File: config.mk
export PLATFORM = sky130hd
export DESIGN_NAME = rx_ring_writer
export DESIGN_NICKNAME = d
export VERILOG_FILES = /design/src/rtl/rxr_pkg.sv /design/src/rtl/rxr_admit.sv /design/src/rtl/rxr_link.sv /design/src/rtl/rxr_ptr_step.sv /design/src/rtl/rx_ring_writer.sv
export SDC_FILE = /design/constraint.sdc
export NUM_CORES = 1
export LEC_CHECK = 0
export BUFFER_PORTS_ARGS = -buffer_cell sky130_fd_sc_hd__clkbuf_2
export CORE_UTILIZATION = 55
export DETAILED_ROUTE_END_ITERATION = 8
export PLACE_DENSITY = 0.73
export SYNTH_ARGS = -nofsm -noshare
export SYNTH_HDL_FRONTEND = slang
export SYNTH_SLANG_ARGS = --single-unit
File: constraint.sdc
create_clock -name clk -period 15.1 [get_ports clk]
set_input_delay 1.51 -clock clk [delete_from_list [all_inputs] [get_ports clk]]
set_output_delay 1.51 -clock clk [all_outputs]
set_load 0.01 [all_outputs]
File: src/rtl/rxr_pkg.sv
package rxr_pkg;
  localparam int PG_SHIFT = 8;
  localparam int LEN_W    = 16;

  typedef enum logic [2:0] {
    S_IDLE, S_BODY, S_DROP, S_PAD, S_HDR
  } rxr_state_t;

  // Worst-case free bytes between the current page and the boundary.
  function automatic int free_bytes(int cur, int bnd, int first, int last_x);
    int pages;
    if (cur < bnd) pages = bnd - cur;
    else           pages = (last_x - first) - (cur - bnd);
    return pages * (1 << PG_SHIFT);
  endfunction

  // Page where the frame after this one will start.
  function automatic int link_page(int cur, int stored, int first, int last_x);
    int np;
    np = cur + ((stored + 8 + 255) >> PG_SHIFT);
    if (np >= last_x) np = np - (last_x - first);
    return np;
  endfunction
endpackage

File: src/rtl/rxr_admit.sv
module rxr_admit #(
  parameter int PAGE_W  = 8,
  parameter int RESERVE = 1518
) (
  input  logic              halt_i,
  input  logic [PAGE_W-1:0] cur_i,
  input  logic [PAGE_W-1:0] bnd_i,
  input  logic [PAGE_W-1:0] first_i,
  input  logic [PAGE_W-1:0] end_i,
  output logic              ok_o
);
  import rxr_pkg::*;
  int room;
  always_comb begin
    room = free_bytes(int'(cur_i), int'(bnd_i), int'(first_i), int'(end_i));
    ok_o = !halt_i && (room >= RESERVE);
  end
endmodule

File: src/rtl/rxr_link.sv
module rxr_link #(
  parameter int PAGE_W = 8
) (
  input  logic [PAGE_W-1:0]          cur_i,
  input  logic [PAGE_W-1:0]          first_i,
  input  logic [PAGE_W-1:0]          end_i,
  input  logic [rxr_pkg::LEN_W-1:0]  stored_i,
  output logic [PAGE_W-1:0]          next_pg_o,
  output logic [rxr_pkg::LEN_W-1:0]  hdr_len_o
);
  import rxr_pkg::*;
  always_comb begin
    next_pg_o = PAGE_W'(link_page(int'(cur_i), int'(stored_i),
                                  int'(first_i), int'(end_i)));
    hdr_len_o = stored_i + LEN_W'(4);
  end
endmodule

File: src/rtl/rxr_ptr_step.sv
module rxr_ptr_step #(
  parameter int PAGE_W = 8,
  localparam int ADDR_W = PAGE_W + rxr_pkg::PG_SHIFT
) (
  input  logic [ADDR_W-1:0] addr_i,
  input  logic [PAGE_W-1:0] first_i,
  input  logic [PAGE_W-1:0] end_i,
  output logic [ADDR_W-1:0] addr_o
);
  import rxr_pkg::*;
  logic [ADDR_W-1:0] plus1;
  always_comb begin
    plus1  = addr_i + ADDR_W'(1);
    addr_o = (plus1 == {end_i, {PG_SHIFT{1'b0}}}) ? {first_i, {PG_SHIFT{1'b0}}} : plus1;
  end
endmodule

File: src/rtl/rx_ring_writer.sv
module rx_ring_writer #(
  parameter int PAGE_W    = 8,
  parameter int MIN_FRAME = 60,
  parameter int RESERVE   = 1518,
  localparam int ADDR_W   = PAGE_W + rxr_pkg::PG_SHIFT
) (
  input  logic              clk,
  input  logic              rst_n,
  input  logic              halt,
  input  logic [PAGE_W-1:0] pg_first,
  input  logic [PAGE_W-1:0] pg_end,
  input  logic [PAGE_W-1:0] pg_bound,
  input  logic              cur_wr_en,
  input  logic [PAGE_W-1:0] cur_wr_pg,
  input  logic              in_valid,
  input  logic [7:0]        in_data,
  input  logic              in_last,
  output logic              in_ready,
  output logic              ram_we,
  output logic [ADDR_W-1:0] ram_addr,
  output logic [7:0]        ram_wdata,
  output logic [PAGE_W-1:0] cur_page,
  output logic              rx_done,
  input  logic              rx_done_clr
);
  import rxr_pkg::*;
  localparam logic [LEN_W-1:0] MIN_L = LEN_W'(MIN_FRAME);
  localparam logic [PG_SHIFT-1:0] HDR_SKIP = PG_SHIFT'(4);

  rxr_state_t        st;
  logic [ADDR_W-1:0] ptr, wr_addr, ptr_nx;
  logic [LEN_W-1:0]  cnt, cnt_nx, hdr_len;
  logic [1:0]        hidx;
  logic              mcast;
  logic [PAGE_W-1:0] next_pg;
  logic              admit_ok;
  logic [7:0]        hdr_byte;

  // Named events for the checker.
  logic accept_first, refused, pad_wr, hdr_phase, done_ev;

  rxr_admit #(.PAGE_W(PAGE_W), .RESERVE(RESERVE)) admit_i (
    .halt_i(halt), .cur_i(cur_page), .bnd_i(pg_bound),
    .first_i(pg_first), .end_i(pg_end), .ok_o(admit_ok));

  rxr_link #(.PAGE_W(PAGE_W)) link_i (
    .cur_i(cur_page), .first_i(pg_first), .end_i(pg_end),
    .stored_i(cnt), .next_pg_o(next_pg), .hdr_len_o(hdr_len));

  rxr_ptr_step #(.PAGE_W(PAGE_W)) step_i (
    .addr_i(wr_addr), .first_i(pg_first), .end_i(pg_end), .addr_o(ptr_nx));

  always_comb begin
    in_ready     = (st == S_IDLE) || (st == S_BODY) || (st == S_DROP);
    wr_addr      = (st == S_IDLE) ? {cur_page, HDR_SKIP} : ptr;
    cnt_nx       = cnt + LEN_W'(1);
    accept_first = (st == S_IDLE) && in_valid && admit_ok;
    refused      = (st == S_IDLE) && in_valid && !admit_ok;
    pad_wr       = (st == S_PAD);
    hdr_phase    = (st == S_HDR);
    done_ev      = (st == S_HDR) && (hidx == 2'd3);
    case (hidx)
      2'd0:    hdr_byte = mcast ? 8'h21 : 8'h01;
      2'd1:    hdr_byte = 8'(next_pg);
      2'd2:    hdr_byte = hdr_len[7:0];
      default: hdr_byte = hdr_len[15:8];
    endcase
  end

  always_ff @(posedge clk or negedge rst_n) begin
    if (!rst_n) begin
      st <= S_IDLE; ptr <= '0; cnt <= '0; hidx <= '0; mcast <= 1'b0;
      ram_we <= 1'b0; ram_addr <= '0; ram_wdata <= '0;
      cur_page <= '0; rx_done <= 1'b0;
    end else begin
      ram_we <= 1'b0;
      if (done_ev) rx_done <= 1'b1;
      else if (rx_done_clr) rx_done <= 1'b0;
      if (done_ev) cur_page <= next_pg;
      else if (cur_wr_en) cur_page <= cur_wr_pg;
      case (st)
        S_IDLE: begin
          if (accept_first) begin
            ram_we <= 1'b1; ram_addr <= wr_addr; ram_wdata <= in_data;
            ptr <= ptr_nx; cnt <= LEN_W'(1); mcast <= in_data[0];
            if (!in_last) st <= S_BODY;
            else          st <= (LEN_W'(1) < MIN_L) ? S_PAD : S_HDR;
          end else if (refused && !in_last) begin
            st <= S_DROP;
          end
          hidx <= '0;
        end
        S_BODY: begin
          if (in_valid) begin
            ram_we <= 1'b1; ram_addr <= wr_addr; ram_wdata <= in_data;
            ptr <= ptr_nx; cnt <= cnt_nx;
            if (in_last) st <= (cnt_nx < MIN_L) ? S_PAD : S_HDR;
          end
        end
        S_PAD: begin
          ram_we <= 1'b1; ram_addr <= wr_addr; ram_wdata <= 8'h00;
          ptr <= ptr_nx; cnt <= cnt_nx;
          if (cnt_nx >= MIN_L) st <= S_HDR;
        end
        S_HDR: begin
          ram_we <= 1'b1; ram_addr <= {cur_page, PG_SHIFT'(hidx)};
          ram_wdata <= hdr_byte;
          hidx <= hidx + 2'd1;
          if (hidx == 2'd3) st <= S_IDLE;
        end
        S_DROP: if (in_valid && in_last) st <= S_IDLE;
        default: st <= S_IDLE;
      endcase
    end
  end
endmodule

==> results of run 1 <==
==> state kept, by name, summed over array words and instances (netlist names) <==
register   flops
ram_addr      16
hidx           2
ptr           16
cur_page       8
st             3
ram_wdata      8
rx_done        1
cnt           16
ram_we         1
mcast          1
==> layout make-up <==
class	count	area, µm²
repair buffers	86	445
clock inverters	6	73.8
multi-input cells	765	5330
flip-flops and latches	72	1800
clock buffers	10	239
fillers	1210	4960
well taps	176	220
inverters	73	274
==> layer usage <==
layer	wire length (µm)	vias to the layer above
li1	-	3513
met1	10000	3440
met2	9690	311
met3	1700	46
met4	753	0
met5	0	-
==> metrics by stage <==
stage | power, mW | cell area, µm² | utilization [%] | setup WS [ns]
CTS | 1.05 | 8390 | 62.8 | 9.25
floorplan | 0.657 | 7610 | - | 9.60
detailed placement | 0.811 | 8070 | 60.5 | 9.03
global placement | 0.808 | 8070 | 60.5 | 9.14
global route | 1.12 | 8390 | 62.8 | 8.83
finish | 1.05 | 8390 | 62.8 | 9.22
==> cells in the final DEF (no fill, tap or decap), drive strengths merged, types with 10 or more instances in the layout <==
cell type and count:
nand2 90, clkbuf 90, nor2 79, inv 77, a21oi 76, dfrtp 72
ha 68, o21ai 62, xnor2 47, xor2 34, nand3 28, nor3 25
mux2i 24, a21o 21, mux2 18, a31oi 15, nand4 14, nand2b 11
a221oi 11, o31ai 10, nor2b 10
==> report_power, final <==
| group | internal [mW] | switching, mW |
|---|---|---|
| combinational | 0.212 | 0.295 |
| clock | 0.135 | 0.0943 |
| sequential | 0.246 | 0.0704 |
| total | 0.593 | 0.460 |
==> path summary, 6_finish.rpt <==
| check | startpoint | to | slack [ns] | cells past startpoint |
|---|---|---|---|---|
| worst max-delay path | cnt[5] | ram_wdata[4] | 9.22 | 17 |
| worst min-delay path | mcast | mcast | 0.50 | 2 |
| worst max register to register | cnt[5] | ram_wdata[4] | 9.22 | 17 |
| worst min register to register | mcast | mcast | 0.50 | 2 |
| max in group asynchronous | rst_n | cnt[12] | 13.12 | 1 |
| min in group asynchronous | rst_n | ptr[9] | 1.30 | 1 |
==> critical path, stage by stage (launching register included) <==
cell and delay [ns]:
dfrtp_1 0.63, nand3_1 0.41, nor4_1 0.88, xnor2_1 0.19, or3_1 0.43, xnor2_1 0.17, ha_1 0.36, nand2_1 0.07
o21ai_0 0.28, xor2_1 0.42, ha_1 0.32, o21ai_0 0.08, a32oi_1 0.12, nor4_1 0.24, mux2_2 0.39, mux2_2 0.40
a22o_1 0.22, o221ai_1 0.16
==> cell families (layout without fill, tap and decap cells) <==
kind of cell | Yosys count | in the layout | share of synthesized area [%]
simple gates | 305 | 305 | 19.7
compound gates | 262 | 262 | 22.1
buf+inv | 128 | 175 | 6.43
xor+xnor | 81 | 81 | 9.32
fa+ha+maj | 75 | 75 | 12.9
flops | 72 | 72 | 23.7
mux | 42 | 42 | 5.82
==> reports/qor.txt, run 1 <==
status = complete, no violations
largest net degree at the start of global routing = 73
average cell area after synthesis = 7.89 µm²
Antenna diodes = 0
relative slew slack = 33.4%
first-pass GRT wire length = 35.5 mm
ys async rst share = 100%
met2 usage = 48.5%
CTS clk-pin slew, worst paths = 0.06 ns
cts hold-fix bufs = 0
worst-skew pair later-pin latency = 0.35 ns
Setup crit end kind = flop
leading area contributor after synthesis = dfrtp_1
critical path class = reg -> reg
final setup violation count = 0
buffers added on ports = 81
GRT Overall Usage = 31.8%
crit path DAT = 6.14 ns
Power Dens Cells = 126 nW/µm²
Post-layout nets = 1128
most frequent cells after synthesis = nand2_1 (90), nor2_1 (79), a21oi_1 (76), inv_1 (73), dfrtp_1 (72)
Fin Hold WS = 0.496 ns
post-CTS setup buffer count = 0
Detailed Route Iter0 Violations = 766
largest cells by area after synthesis = dfrtp_1 (24%), ha_1 (11%), xnor2_1 (5.4%)
Tmin final = 5.88 ns
cell area after synthesis = 7610 µm²
met1 GRT Util = 45.1%
Clock Tree Buf Depth = 2
Root Driver = clkbuf_16
Max Fanout on Critical Path = 14
full die area = 14300 µm²
residual DRC count = 0
Wirelength per Cell = 18.7 µm
clock skew = 0.0102 ns
Leak = 3.89 nW
initial antenna violation count = 0
CP Data Required Time = 15.36 ns
First-pass DRT Iterations = 8
Post-Syn Instances = 965
syn nets = 1086
top-count cell post-synth = nand2_1
Critical Path Source Type = flop
Slew @ Worst Pin = 0.999 ns
post-route non-filler standard cell count = 1188
library cells used by synthesis = 70
DRT antenna net count = 0
Area Growth Syn to Fin = 10.2%
post-synth top area share = 23.7%
Slew Limit Fails = 0
row count = 42
CTS tree = built
gr ovfl total = 0
Die Ht = 120 µm
share of layout cells above drive strength 1 = 12.9%
Total Wirelength = 22.2 mm
GRT Max-Usage Layer = met2
total number of vias = 7310
Clock Sinks = 72
peak supply drop = 86.8 µV
TNS Setup = 0 ns
Yosys warning total = 0
Num CTS Buffers = 9
sequential-to-total area share from yosys stat = 23.7%
routed vias/inst = 6.15
f_max = 170 MHz
period utilization = 38.9%
dpl hpwl = 16.8 mm
unrepaired setup endpoints after global routing = no
width of the die = 120 µm
initial core utilization = 57.0%
H-tree depth = 3
number of synthesized flops with an enable pin = 0
hold crit path type = reg -> reg
# IOs = 82
top_reg_cell synth = dfrtp_1
placed cells = 1172
Yosys reg bits = 72
core area = 13300 µm²
CTS resizes = 0
vias in the first global route = 6683
Fin. Hold Viols = 0
Final Wtd Congestion = 0.927
maxcap violations = 0
grt met3 use = 4.66%
Power figures use the tool's default switching activity.
==> inputs of run 2 (changes only) <==
==> constraint.sdc (replaced) <==
create_clock -name clk -period 5.6 [get_ports clk]
set_input_delay 0.56 -clock clk [delete_from_list [all_inputs] [get_ports clk]]
set_output_delay 0.56 -clock clk [all_outputs]
set_load 0.01 [all_outputs]
==> run 2 against run 1 <==
- setup slack got worse by 8.9 ns
- sequential power increased to 2.7 times the previous value
- fmax increased by 12%
- combinational power increased to 2.8 times the previous value
- final cell count increased by 1.3%
- wire length increased by 3.4%
- hold slack got worse by 0.12 ns
- critical path depth increased by 2
- clock skew decreased by 0.0051 ns
- flip-flop and latch count unchanged
- non-clock buffer count increased by 16
- global-route usage increased by 0.88 points
- critical endpoint unchanged
- largest cell class unchanged
- highest routed layer unchanged
==> reports/qor.txt, run 2 (synthesis gave the netlist of run 1 again) <==
period utilization = 94.1% (was 38.9%)
Leak = 3.97 nW (was 3.89 nW)
Clock Tree Buf Depth = 2 (unchanged)
register area = 1800 µm² (unchanged)
row count = 42 (unchanged)
# IOs = 82 (unchanged)
critical path class = reg -> reg (unchanged)
area of the multi-input gates = 5330 µm² (about the same)
Slowest-stage cell, CP = dfrtp_1 (was nor4_1)
Fin Hold WS = 0.371 ns (was 0.496 ns)
Antenna diodes = 0 (unchanged)
unrepaired setup endpoints after global routing = no (unchanged)
GRT Overall Usage = 32.7% (was 31.8%)
maxcap violations = 0 (unchanged)
Post-layout nets = 1144 (was 1128)
Slew Limit Fails = 0 (unchanged)
Final Wtd Congestion = 0.979 (was 0.927)
hold crit path type = in -> async (was reg -> reg)
status = complete, no violations (unchanged)
r2r startpoint = cnt[6] (was cnt[5])
gr ovfl total = 0 (unchanged)
routed vias/inst = 6.14 (was 6.15)
total number of vias = 7390 (was 7310)
placed cells = 1188 (was 1172)
CTS tree = built (unchanged)
Worst Reg2Reg Path Length in Cells = 19 (was 17)
CP top delay family = compound AO/OA/AOI/OAI gates (was simple AND/OR/NAND/NOR gates)
Critical Path Source Type = flop (unchanged)
CTS clk-pin slew, worst paths = 0.06 ns (about the same)
CP bufs+invs = 0 (unchanged)
worst setup path startpoint = cnt[6] (was cnt[5])
Area Growth Syn to Fin = 11.8% (was 10.2%)
full die area = 14300 µm² (unchanged)
clock skew = 0.00516 ns (was 0.0102 ns)
initial antenna violation count = 0 (unchanged)
crit path DAT = 5.53 ns (was 6.14 ns)
worst-skew pair later-pin latency = 0.35 ns (about the same)
reg2reg end = ram_wdata[4] (unchanged)
most frequent cells in the layout = nand2_1 (90), clkbuf_2 (80), nor2_1 (78), a21oi_1 (75), inv_1 (73) (was nand2_1 (90), clkbuf_2 (80), nor2_1 (79), a21oi_1 (75), inv_1 (73))
Power Dens Cells = 336 nW/µm² (was 126 nW/µm²)
H-tree depth = 3 (unchanged)
Clock Sinks = 72 (unchanged)
relative slew slack = 24.6% (was 33.4%)
Max Fanout on Critical Path = 12 (was 14)
residual DRC count = 0 (unchanged)
Die Ht = 120 µm (unchanged)
Num CTS Buffers = 9 (unchanged)
Tmin final = 5.27 ns (was 5.88 ns)
crit-path max cell delay = 0.48 ns (was 0.88 ns)
share of layout cells above drive strength 1 = 14.4% (was 12.9%)
f_max = 190 MHz (was 170 MHz)
core area = 13300 µm² (unchanged)
Detailed Route Iter0 Violations = 787 (was 766)
final setup violation count = 0 (unchanged)
width of the die = 120 µm (unchanged)
buffers added on ports = 81 (unchanged)
First-pass DRT Iterations = 5 (was 8)
Fin. Hold Viols = 0 (unchanged)
Fill cells = 1185 (was 1210)
crit-path cells = nand3_1 > nor2_1 > xnor2_1 > o21ba_2 > xnor2_1 > ha_1 > a211oi_1 > o21bai_1 > a21oi_1 > o21ai_0 > xor2_1 > ha_1 > nor4_1 > a32oi_1 > nor4_1 > mux2_2 > mux2_2 > a22o_1 > o221ai_1 (was nand3_1 > nor4_1 > xnor2_1 > or3_1 > xnor2_1 > ha_1 > nand2_1 > o21ai_0 > xor2_1 > ha_1 > o21ai_0 > a32oi_1 > nor4_1 > mux2_2 > mux2_2 > a22o_1 > o221ai_1)
Root Driver = clkbuf_16 (unchanged)
DRT antenna net count = 0 (unchanged)
cts hold-fix bufs = 0 (unchanged)
commonest non-fill, non-tap cell in the layout = nand2_1 (unchanged)
post-route non-filler standard cell count = 1204 (was 1188)
vias in the first global route = 6800 (was 6683)
PnR Total Power = 2.86 mW (was 1.05 mW)
peak supply drop = 240 µV (was 86.8 µV)
initial core utilization = 57.0% (unchanged)
first-pass GRT wire length = 36.4 mm (was 35.5 mm)
Wirelength per Cell = 19.0 µm (was 18.7 µm)
Setup crit end kind = flop (unchanged)
TNS Setup = 0 ns (unchanged)
dpl hpwl = 17.5 mm (was 16.8 mm)
biggest regs = cnt: 16 flops, ptr: 16 flops, ram_addr: 16 flops (unchanged)
FF-to-FF setup slack = 0.33 ns (was 9.22 ns)
largest net degree at the start of global routing = 73 (unchanged)
CP Data Required Time = 5.86 ns (was 15.36 ns)
Slew @ Worst Pin = 1.13 ns (was 0.999 ns)
Total Wirelength = 22.9 mm (was 22.2 mm)
run 2: changes by cell type in the layout (fill, tap and decap cells not counted), sizes merged:
cell    delta
clkinv     +1
buf       +16
inv        -1
run 2: report_power, final:
part | switching (mW) | internal, mW
Sequential | 0.183 | 0.665
Clock | 0.253 | 0.364
Combinational | 0.815 | 0.582
Total | 1.25 | 1.61
run 2: final cells by class:
cell class                 instances  area share (%)
timing repair buffer             102            6.65
tap                              176            2.59
inverter                          73            3.22
multi-input combinational        765            62.7
sequential                        72            21.2
clock buffer                      10            2.81
clock inverter                     6           0.868
run 2: metrics by stage:
stage / util [%] / instance area (µm²) / setup WS [ns]
after floorplan: - / 7610 / 0.801
after global placement: 61.4 / 8190 / 0.473
after detailed placement: 61.4 / 8190 / 0.426
after CTS: 63.7 / 8510 / 0.438
after global routing: 63.7 / 8510 / 0.0126
final: 63.7 / 8510 / 0.333
run 2: worst max path at each step:
stage	endpoint	slack, ns	cells past startpoint
5_1_grt	ram_wdata[4]	0.01	19
3_5_place_dp	ptr[7]	0.43	16
6_report	ram_wdata[4]	0.33	19
3_3_place_gp	ptr[7]	0.47	18
2_1_floorplan	ram_wdata[5]	0.80	22
4_1_cts	ptr[7]	0.44	19
run 2: routing by layer:
metal,wire length (µm),GRT usage (%)
met5,0,0
met2,10200,51.2
met3,1860,4.18
met4,595,12.7
met1,10300,45.9
run 2: what timing repair did:
action / 4_1_cts / 5_1_grt
endpoints found under the setup margin: 0 / 8
setup buffers: 0 / 0
resized for setup: 0 / 1
==> inputs of run 3 (changes only) <==
==> constraint.sdc (replaced) <==
create_clock -name clk -period 6.2 [get_ports clk]
set_input_delay 0.62 -clock clk [delete_from_list [all_inputs] [get_ports clk]]
set_output_delay 0.62 -clock clk [all_outputs]
set_load 0.01 [all_outputs]
==> run 3 against run 2 <==
- final cell count is 1.1% lower
- non-clock buffer count fell by 12
- first-iteration DRC count down 9.1%
- register-to-register slack improved by 0.22 ns
- fmax is 6.8% lower
- power shrank 11%
- sequential power down 10%
- setup slack gained 0.22 ns
- clock skew up 0.0024 ns
- clock power fell by 7.9%
- wire length shrank 2.2%
- via count decreased by 0.43%
==> reports/qor.txt, run 3 (synthesis gave the netlist of run 1 again) <==
status = complete, no violations (unchanged)
width of the die = 120 µm (unchanged)
vias in the first global route = 6640 (was 6800)
DRT antenna net count = 0 (unchanged)
Critical Path Source Type = flop (unchanged)
first-pass GRT wire length = 35.9 mm (was 36.4 mm)
# IOs = 82 (unchanged)
f_max = 177 MHz (was 190 MHz)
residual DRC count = 0 (unchanged)
register area = 1800 µm² (unchanged)
crit path DAT = 5.91 ns (was 5.53 ns)
row count = 42 (unchanged)
peak supply drop = 252 µV (was 240 µV)
worst setup path startpoint = cnt[4] (was cnt[6])
commonest non-fill, non-tap cell in the layout = nand2_1 (unchanged)
placed cells = 1176 (was 1188)
period utilization = 91.1% (was 94.1%)
TNS Setup = 0 ns (unchanged)
reg2reg end = ram_wdata[4] (unchanged)
buffers added on ports = 81 (unchanged)
Worst Reg2Reg Path Length in Cells = 20 (was 19)
CTS tree = built (unchanged)
Tmin final = 5.65 ns (was 5.27 ns)
CTS resizes = 0 (unchanged)
initial core utilization = 57.0% (unchanged)
GRT Overall Usage = 32.4% (was 32.7%)
biggest regs = cnt: 16 flops, ptr: 16 flops, ram_addr: 16 flops (unchanged)
CTS clk-pin slew, worst paths = 0.06 ns (about the same)
clock skew = 0.00755 ns (was 0.00516 ns)
Root Driver = clkbuf_16 (unchanged)
dpl cell area = 8100 µm² (was 8190 µm²)
FF-to-FF setup slack = 0.55 ns (was 0.33 ns)
Slew Limit Fails = 0 (unchanged)
Power Dens Cells = 304 nW/µm² (was 336 nW/µm²)
Total Wirelength = 22.4 mm (was 22.9 mm)
routed vias/inst = 6.18 (was 6.14)
Place WS = 0.677 ns (was 0.426 ns)
share of layout cells above drive strength 1 = 13.2% (was 14.4%)
worst-skew pair later-pin latency = 0.36 ns (was 0.35 ns)
CP Data Required Time = 6.46 ns (was 5.86 ns)
H-tree depth = 3 (unchanged)
Area Growth Syn to Fin = 10.6% (was 11.8%)
Num CTS Buffers = 9 (unchanged)
gr ovfl total = 0 (unchanged)
Clock Sinks = 72 (unchanged)
area of the multi-input gates = 5330 µm² (about the same)
hold crit path type = in -> async (unchanged)
Setup crit end kind = flop (unchanged)
relative slew slack = 34.0% (was 24.6%)
Clock Tree Buf Depth = 2 (unchanged)
Fin Hold WS = 0.421 ns (was 0.371 ns)
crit path capture = ram_wdata[4] (unchanged)
cts hold-fix bufs = 0 (unchanged)
post-CTS setup buffer count = 0 (unchanged)
Die Ht = 120 µm (unchanged)
cell area after layout = 8410 µm² (was 8510 µm²)
r2r startpoint = cnt[4] (was cnt[6])
Fin. Hold Viols = 0 (unchanged)
First-pass DRT Iterations = 6 (was 5)
unrepaired setup endpoints after global routing = no (unchanged)
Slew @ Worst Pin = 0.991 ns (was 1.13 ns)
total number of vias = 7358 (was 7390)
Leak = 3.90 nW (was 3.97 nW)
most frequent cells in the layout = nand2_1 (90), clkbuf_2 (80), nor2_1 (79), a21oi_1 (75), inv_1 (73) (was nand2_1 (90), clkbuf_2 (80), nor2_1 (78), a21oi_1 (75), inv_1 (73))
Wirelength per Cell = 18.8 µm (was 19.0 µm)
core area = 13300 µm² (unchanged)
Max Fanout on Critical Path = 14 (was 12)
initial antenna violation count = 0 (unchanged)
Antenna diodes = 0 (unchanged)
critical path class = reg -> reg (unchanged)
maxcap violations = 0 (unchanged)
post-route non-filler standard cell count = 1191 (was 1204)
Fill cells = 1237 (was 1185)
Detailed Route Iter0 Violations = 715 (was 787)
fin worst setup slack = 0.551 ns (was 0.333 ns)
dpl hpwl = 17.0 mm (was 17.5 mm)
Post-layout nets = 1132 (was 1144)
Final Wtd Congestion = 0.952 (was 0.979)
final setup violation count = 0 (unchanged)
largest net degree at the start of global routing = 73 (unchanged)
full die area = 14300 µm² (unchanged)
## run 3: area by class of cell
class / instances / share of cell area (%)
well taps: 176 / 2.62
flip-flops and latches: 72 / 21.4
clock inverters: 6 / 1.01
clock buffers: 9 / 2.68
repair buffers: 90 / 5.65
inverters: 73 / 3.26
multi-input cells: 765 / 63.4
## run 3: stage by stage
step / total power [mW] / utilization [%]
2_1_floorplan: 1.60 / -
3_3_place_gp: 1.96 / 60.7
3_5_place_dp: 1.98 / 60.7
4_1_cts: 2.55 / 63.0
5_1_grt: 2.75 / 63.0
6_report: 2.56 / 63.0
## run 3: how the worst min path moves through the flow
stage               slack [ns]      endpoint
floorplan                 0.32        cnt[0]
global placement          0.46         mcast
detailed placement        0.47         mcast
CTS                       0.46       rx_done
global route              0.48       rx_done
finish                    0.42  ram_addr[13]
## run 3: metal layers
layer  share of wire [%]  global-route usage (%)  up-vias  wire, µm
met1                  47                    46.9     3450     10400
li1                    -                       -     3522         -
met4                 2.2                    10.0        0       499
met3                 8.1                    5.80       37      1810
met2                  43                    48.7      349      9690
met5                   0                       0        -         0
## run 3: worst max-delay path: stages, from the launching register on
cell      delay [ns]
dfrtp_1         0.61
ha_1            0.44
nand2_1         0.19
nor2_1          0.49
nand2_1         0.11
o22ai_1         0.16
nand2_1         0.10
or3_1           0.41
xnor2_1         0.15
ha_1            0.34
nand2_1         0.07
o21ai_0         0.29
xor2_1          0.37
ha_1            0.30
o21ai_0         0.07
a32oi_1         0.09
nor4_1          0.23
mux2_2          0.39
mux2_2          0.38
a22o_1          0.20
o221ai_1        0.16
## run 3: power by group
group	internal, mW	total, mW	switching [mW]	leakage [nW]
combinational	0.519	1.23	0.713	2.84
sequential	0.600	0.760	0.160	0.909
clock	0.348	0.568	0.219	0.147
